**src/rtl/cdm_pkg.sv**
```systemverilog
package cdm_pkg;
  typedef enum logic {SCR_IDLE, SCR_COPY} scr_st_e;

  localparam int IMG_MUL = 37;
  localparam int IMG_ADD = 5;
endpackage

```
**src/rtl/cdm_bank.sv**
```systemverilog
module cdm_bank
  import cdm_pkg::*;
#(
  parameter int AW = 4,
  parameter int DW = 8,
  parameter bit INV = 1'b0,
  parameter logic [AW-1:0] FLT_ADDR = '0,
  parameter logic [DW-1:0] FLT_MASK = '0
) (
  input  logic          clk,
  input  logic [AW-1:0] a_addr,
  output logic [DW-1:0] a_rdata,
  input  logic [AW-1:0] b_addr,
  input  logic          b_we,
  input  logic [DW-1:0] b_wdata,
  output logic [DW-1:0] b_rdata
);
  localparam int DEPTH = 1 << AW;

  logic [DW-1:0] mem [DEPTH];

  // Starting image: computed word, inverted for a companion, optional flip.
  initial begin
    for (int i = 0; i < DEPTH; i++) begin
      logic [31:0] tmp;
      logic [DW-1:0] w;
      tmp = i * IMG_MUL + IMG_ADD;
      w = tmp[DW-1:0];
      if (INV) w = ~w;
      if (i == int'(FLT_ADDR)) w = w ^ FLT_MASK;
      mem[i] = w;
    end
  end

  // Port A: fetch read. Port B: repair read and write, read returns old data.
  always_ff @(posedge clk) begin
    a_rdata <= mem[a_addr];
    b_rdata <= mem[b_addr];
    if (b_we) mem[b_addr] <= b_wdata;
  end
endmodule

```
**src/rtl/cdm_pair.sv**
```systemverilog
module cdm_pair #(
  parameter int AW = 4,
  parameter int DW = 8,
  parameter logic [2*AW-1:0] FLT_ADDR = '0,
  parameter logic [2*DW-1:0] FLT_MASK = '0
) (
  input  logic          clk,
  input  logic [AW-1:0] fetch_addr,
  input  logic [AW-1:0] scr_addr,
  input  logic          scr_we,
  input  logic [DW-1:0] scr_wdata,
  output logic [DW-1:0] word,
  output logic          fail,
  output logic [DW-1:0] scr_rdata
);
  logic [1:0][DW-1:0] a_rd;
  logic [1:0][DW-1:0] b_rd;
  logic unused_cmp_rd;

  // Bank 0 is the primary, bank 1 the companion holding inverted words.
  for (genvar g = 0; g < 2; g++) begin : g_bank
    cdm_bank #(
      .AW(AW),
      .DW(DW),
      .INV(g == 1),
      .FLT_ADDR(FLT_ADDR[g*AW +: AW]),
      .FLT_MASK(FLT_MASK[g*DW +: DW])
    ) u_bank (
      .clk(clk),
      .a_addr(fetch_addr),
      .a_rdata(a_rd[g]),
      .b_addr(scr_addr),
      .b_we(scr_we),
      .b_wdata((g == 1) ? ~scr_wdata : scr_wdata),
      .b_rdata(b_rd[g])
    );
  end

  always_comb begin
    word = a_rd[0];
    fail = (a_rd[0] != ~a_rd[1]);
    scr_rdata = b_rd[0];
  end

  assign unused_cmp_rd = ^b_rd[1];
endmodule

```
**src/rtl/cdm_scrub.sv**
```systemverilog
module cdm_scrub
  import cdm_pkg::*;
#(
  parameter int AW = 4
) (
  input  logic          clk,
  input  logic          rst_n,
  input  logic [1:0]    fail,
  output logic          busy,
  output logic          dst,
  output logic [AW-1:0] scr_addr,
  output logic [1:0]    we
);
  localparam logic [AW-1:0] LAST = '1;

  scr_st_e       st_q, st_d;
  logic [AW-1:0] cnt_q, cnt_d;
  logic          ph_q, ph_d;
  logic          dst_q, dst_d;
  logic          adv, start, cnt_en;

  // Next state: start on a single-pair failure, walk addresses at half rate.
  always_comb begin
    st_d  = st_q;
    cnt_d = cnt_q;
    ph_d  = ph_q;
    dst_d = dst_q;
    adv   = (st_q == SCR_COPY) && ph_q;
    start = (st_q == SCR_IDLE) && (fail == 2'b01 || fail == 2'b10);
    unique case (st_q)
      SCR_IDLE: begin
        if (start) begin
          st_d  = SCR_COPY;
          dst_d = fail[1];
          cnt_d = '0;
          ph_d  = 1'b0;
        end
      end
      SCR_COPY: begin
        ph_d = ~ph_q;
        if (adv) begin
          cnt_d = cnt_q + 1'b1;
          if (cnt_q == LAST) st_d = SCR_IDLE;
        end
      end
      default: st_d = SCR_IDLE;
    endcase
    cnt_en = start || adv;
  end

  always_ff @(posedge clk or negedge rst_n) begin
    if (!rst_n) begin
      st_q  <= SCR_IDLE;
      cnt_q <= '0;
      ph_q  <= 1'b0;
      dst_q <= 1'b0;
    end else begin
      st_q <= st_d;
      ph_q <= ph_d;
      if (start) dst_q <= dst_d;
      if (cnt_en) cnt_q <= cnt_d;
    end
  end

  always_comb begin
    busy     = (st_q == SCR_COPY);
    dst      = dst_q;
    scr_addr = cnt_q;
    we       = 2'b00;
    if (busy && ph_q) we[dst_q] = 1'b1;
  end
endmodule

```
**src/rtl/cdm_imem.sv**
```systemverilog
module cdm_imem
  import cdm_pkg::*;
#(
  parameter int AW = 4,
  parameter int DW = 8,
  parameter logic [4*AW-1:0] FLT_ADDR = '0,
  parameter logic [4*DW-1:0] FLT_MASK = '0
) (
  input  logic          clk,
  input  logic          rst_n,
  input  logic [AW-1:0] fetch_addr,
  output logic [DW-1:0] instr,
  output logic          err,
  output logic          busy
);
  logic          rst_meta_n, rst_q_n;
  logic [1:0][DW-1:0] word, scr_rd;
  logic [1:0]    fail, scr_we;
  logic [AW-1:0] scr_addr;
  logic          dst;
  logic [DW-1:0] scr_wdata;

  always_ff @(posedge clk or negedge rst_n) begin
    if (!rst_n) begin
      rst_meta_n <= 1'b0;
      rst_q_n    <= 1'b0;
    end else begin
      rst_meta_n <= 1'b1;
      rst_q_n    <= rst_meta_n;
    end
  end

  for (genvar p = 0; p < 2; p++) begin : g_pair
    cdm_pair #(
      .AW(AW),
      .DW(DW),
      .FLT_ADDR(FLT_ADDR[p*2*AW +: 2*AW]),
      .FLT_MASK(FLT_MASK[p*2*DW +: 2*DW])
    ) u_pair (
      .clk(clk),
      .fetch_addr(fetch_addr),
      .scr_addr(scr_addr),
      .scr_we(scr_we[p]),
      .scr_wdata(scr_wdata),
      .word(word[p]),
      .fail(fail[p]),
      .scr_rdata(scr_rd[p])
    );
  end

  cdm_scrub #(.AW(AW)) u_scrub (
    .clk(clk),
    .rst_n(rst_q_n),
    .fail(fail),
    .busy(busy),
    .dst(dst),
    .scr_addr(scr_addr),
    .we(scr_we)
  );

  always_comb begin
    scr_wdata = dst ? scr_rd[0] : scr_rd[1];
    instr     = fail[0] ? word[1] : word[0];
    err       = fail[0] && fail[1];
  end
endmodule

```
**config.mk**
```make
export PLATFORM = sky130hd
export DESIGN_NAME = cdm_imem
export DESIGN_NICKNAME = d
export VERILOG_FILES = /design/src/rtl/cdm_pkg.sv /design/src/rtl/cdm_bank.sv /design/src/rtl/cdm_pair.sv /design/src/rtl/cdm_scrub.sv /design/src/rtl/cdm_imem.sv
export SDC_FILE = /design/constraint.sdc
export NUM_CORES = 1
export LEC_CHECK = 0
export BUFFER_PORTS_ARGS = -buffer_cell sky130_fd_sc_hd__buf_4
export CAP_MARGIN = 25
export CORE_MARGIN = 2
export CORE_UTILIZATION = 59
export DETAILED_ROUTE_END_ITERATION = 12
export GPL_TIMING_DRIVEN = 1
export PLACE_DENSITY = 0.79
export REMOVE_ABC_BUFFERS = 1
export SYNTH_ARGS = -nofsm -noshare
export SYNTH_HDL_FRONTEND = slang
export SYNTH_HIERARCHICAL = 1
export SYNTH_SLANG_ARGS = --single-unit
```
**constraint.sdc**
```tcl
create_clock -name clk -period 3.35 [get_ports clk]
set_clock_uncertainty 0.15 [all_clocks]
set_input_delay 0 -clock clk [delete_from_list [all_inputs] [get_ports clk]]
set_output_delay 0 -clock clk [all_outputs]
set_load 0.01 [all_outputs]
```
==> results.cfg <==
[clock_tree]
root_buffer = clkbuf_16
clk_path_buf_depth = 3
post_cts_hold_buffer_count = 3
cts_tree = done
clock-sinks = 569
htreeDepth = 2
clkTransAtPathRegs_ns = 0.06
cts_resized = 0
postCtsSetupRepairBufs = 0
clock_latency_ns = 0.60
numCtsBuffers = 54

[place]
dpl-instance-area_um2 = 24520
hpwl_um = 33260
place.gp.congestion = 0.8667
dp.cells = 1703
port_buffers = 15

[sta]
max_freq_mhz = 367.7
maxSlewHeadroom = 0.2549
worstMarginPinSlew_ns = 1.118
slew_violations = 0
timing.final.crit_share = 0.8119
finalHoldViolations = 0
setup_viol = 0
finalCriticalPeriod_ns = 2.720
rsz0062_at_grt = no

[layout]
fin_util = 0.6589
stdcell_count = 1805
stdcell_area_um2 = 26300
finish.net_count = 1244
areaGrowthSynthToFinish_pct = 9.925
antennaDiodeCount = 0
drive_gt1_frac = 0.2406

[min_path]
hold_path.class = reg -> async

[drt]
drc = 0
via_per_inst = 6.785
routedWlPerCell_um = 29.11
drtIter0Drc = 1433
firstDrtPassIters = 5
vias = 12250
drt_wl_total_um = 52550
postRouteAntennaNets = 0

[die]
core-area_um2 = 39910
die_area_um2 = 42180
initial_core_util = 0.5994
pin_count = 16
fp-row-count = 73
die_h_um = 205.4
die_w_um = 205.4

[setup_path]
cp_max_fo = 27
cp-start-kind = flop
required_ns = 3.41
path_class = reg -> reg
endpoint_kind = flop
crit_arrival_ns = 2.78

[status]
outcome = finished clean

[power]
ir_worst_vdd_uv = 415.2
leakage_nw = 8.711
power_density_nw_per_um2 = 739.3

[global_route]
grt_max_degree = 55
grt_util_all_layers = 0.2602
antenna_found_initial = 0
grt_pass1_wl_um = 79730
overflow = 0
grt_pass1_vias = 12540

[flow_run]
drv_cap = 0

[synth]
syn_avg_cell_area_um2 = 20.17
syn-cell-area_um2 = 23930
syn_inst = 1186
ys_warn_count = 6
[placed cells by master, fill, tap and decap left out, types with 17 or more instances in the layout]
| master | instances |
|---|---|
| edfxtp_1 | 512 |
| mux4_2 | 128 |
| a22oi_1 | 96 |
| buf_4 | 66 |
| nand2_1 | 63 |
| mux4_1 | 60 |
| nor2_1 | 58 |
| clkbuf_16 | 56 |
| dfxtp_1 | 48 |
| mux2_4 | 17 |
| inv_1 | 17 |
[final cells by class]
type / count / area (µm²)
Inverter: 17 / 63.81
Clock inverter: 28 / 251.5
Sequential cell: 569 / 16570
Tap cell: 525 / 656.9
Timing Repair Buffer: 73 / 596.8
Fill cell: 2424 / 13610
Clock buffer: 71 / 1498
Multi-Input combinational cell: 522 / 6666
[report_power, final]
group,total (mW),internal (mW),switching (mW)
Sequential,9.66,9.14,0.516
Clock,5.98,3.45,2.52
Combinational,3.81,1.38,2.42
[registers in the layout (all words and copies together) (netlist names)]
signal                               flops
g_pair.u_pair/g_bank.u_bank/a_rdata     32
g_pair.u_pair/g_bank.u_bank/b_rdata     16
g_pair.u_pair/g_bank.u_bank/mem        512
rst_meta_n                               1
rst_q_n                                  1
u_scrub/busy                             1
u_scrub/dst                              1
u_scrub/ph_q                             1
u_scrub/scr_addr                         4
[routing by layer]
metal  part of all wire  wire [µm]  track usage  vias to the layer above
li1                   -          -            -                     5055
met1               0.39      20480       0.3640                     6443
met2               0.50      26520       0.4276                      656
met3              0.081       4231      0.04276                       93
met4              0.025       1314      0.08068                        0
met5                  0          0            0                        -
[final timing paths]
kind | endpoint | slack (ns) | startpoint | cells after the start
worst max-delay path | g_pair[0].u_pair/g_bank[1].u_bank/mem[10][4] | 0.63 | u_scrub/scr_addr[3] | 2
worst min-delay path | u_scrub/busy | 0.02 | rst_q_n | 0
worst max register to register | g_pair[0].u_pair/g_bank[1].u_bank/mem[10][4] | 0.63 | u_scrub/scr_addr[3] | 2
worst min register to register | u_scrub/busy | 0.02 | rst_q_n | 0
max in group asynchronous | u_scrub/scr_addr[1] | 2.70 | rst_q_n | 0
min in group clk | g_pair[0].u_pair/g_bank[0].u_bank/a_rdata[4] | 0.06 | fetch_addr[2] | 4
[critical path: stages, from the launching register on]
cell,delay (ns)
dfrtp_1,1.08
nand3b_1,0.31
nor2_1,0.79
[through the flow]
step           power (mW)  hold slack [ns]  setup slack, ns  setup TNS [ns]
2_1_floorplan       12.02          -0.4456           -1.195         -367.02
3_3_place_gp        13.41          -0.3670           0.7259               0
3_5_place_dp        13.56          -0.3660           0.6560               0
4_1_cts             19.51          0.02420           0.6292               0
5_1_grt             20.09          0.04519           0.4201               0
6_report            19.44          0.01556           0.6301               0
No activity file was read; power rests on OpenSTA's default activity.
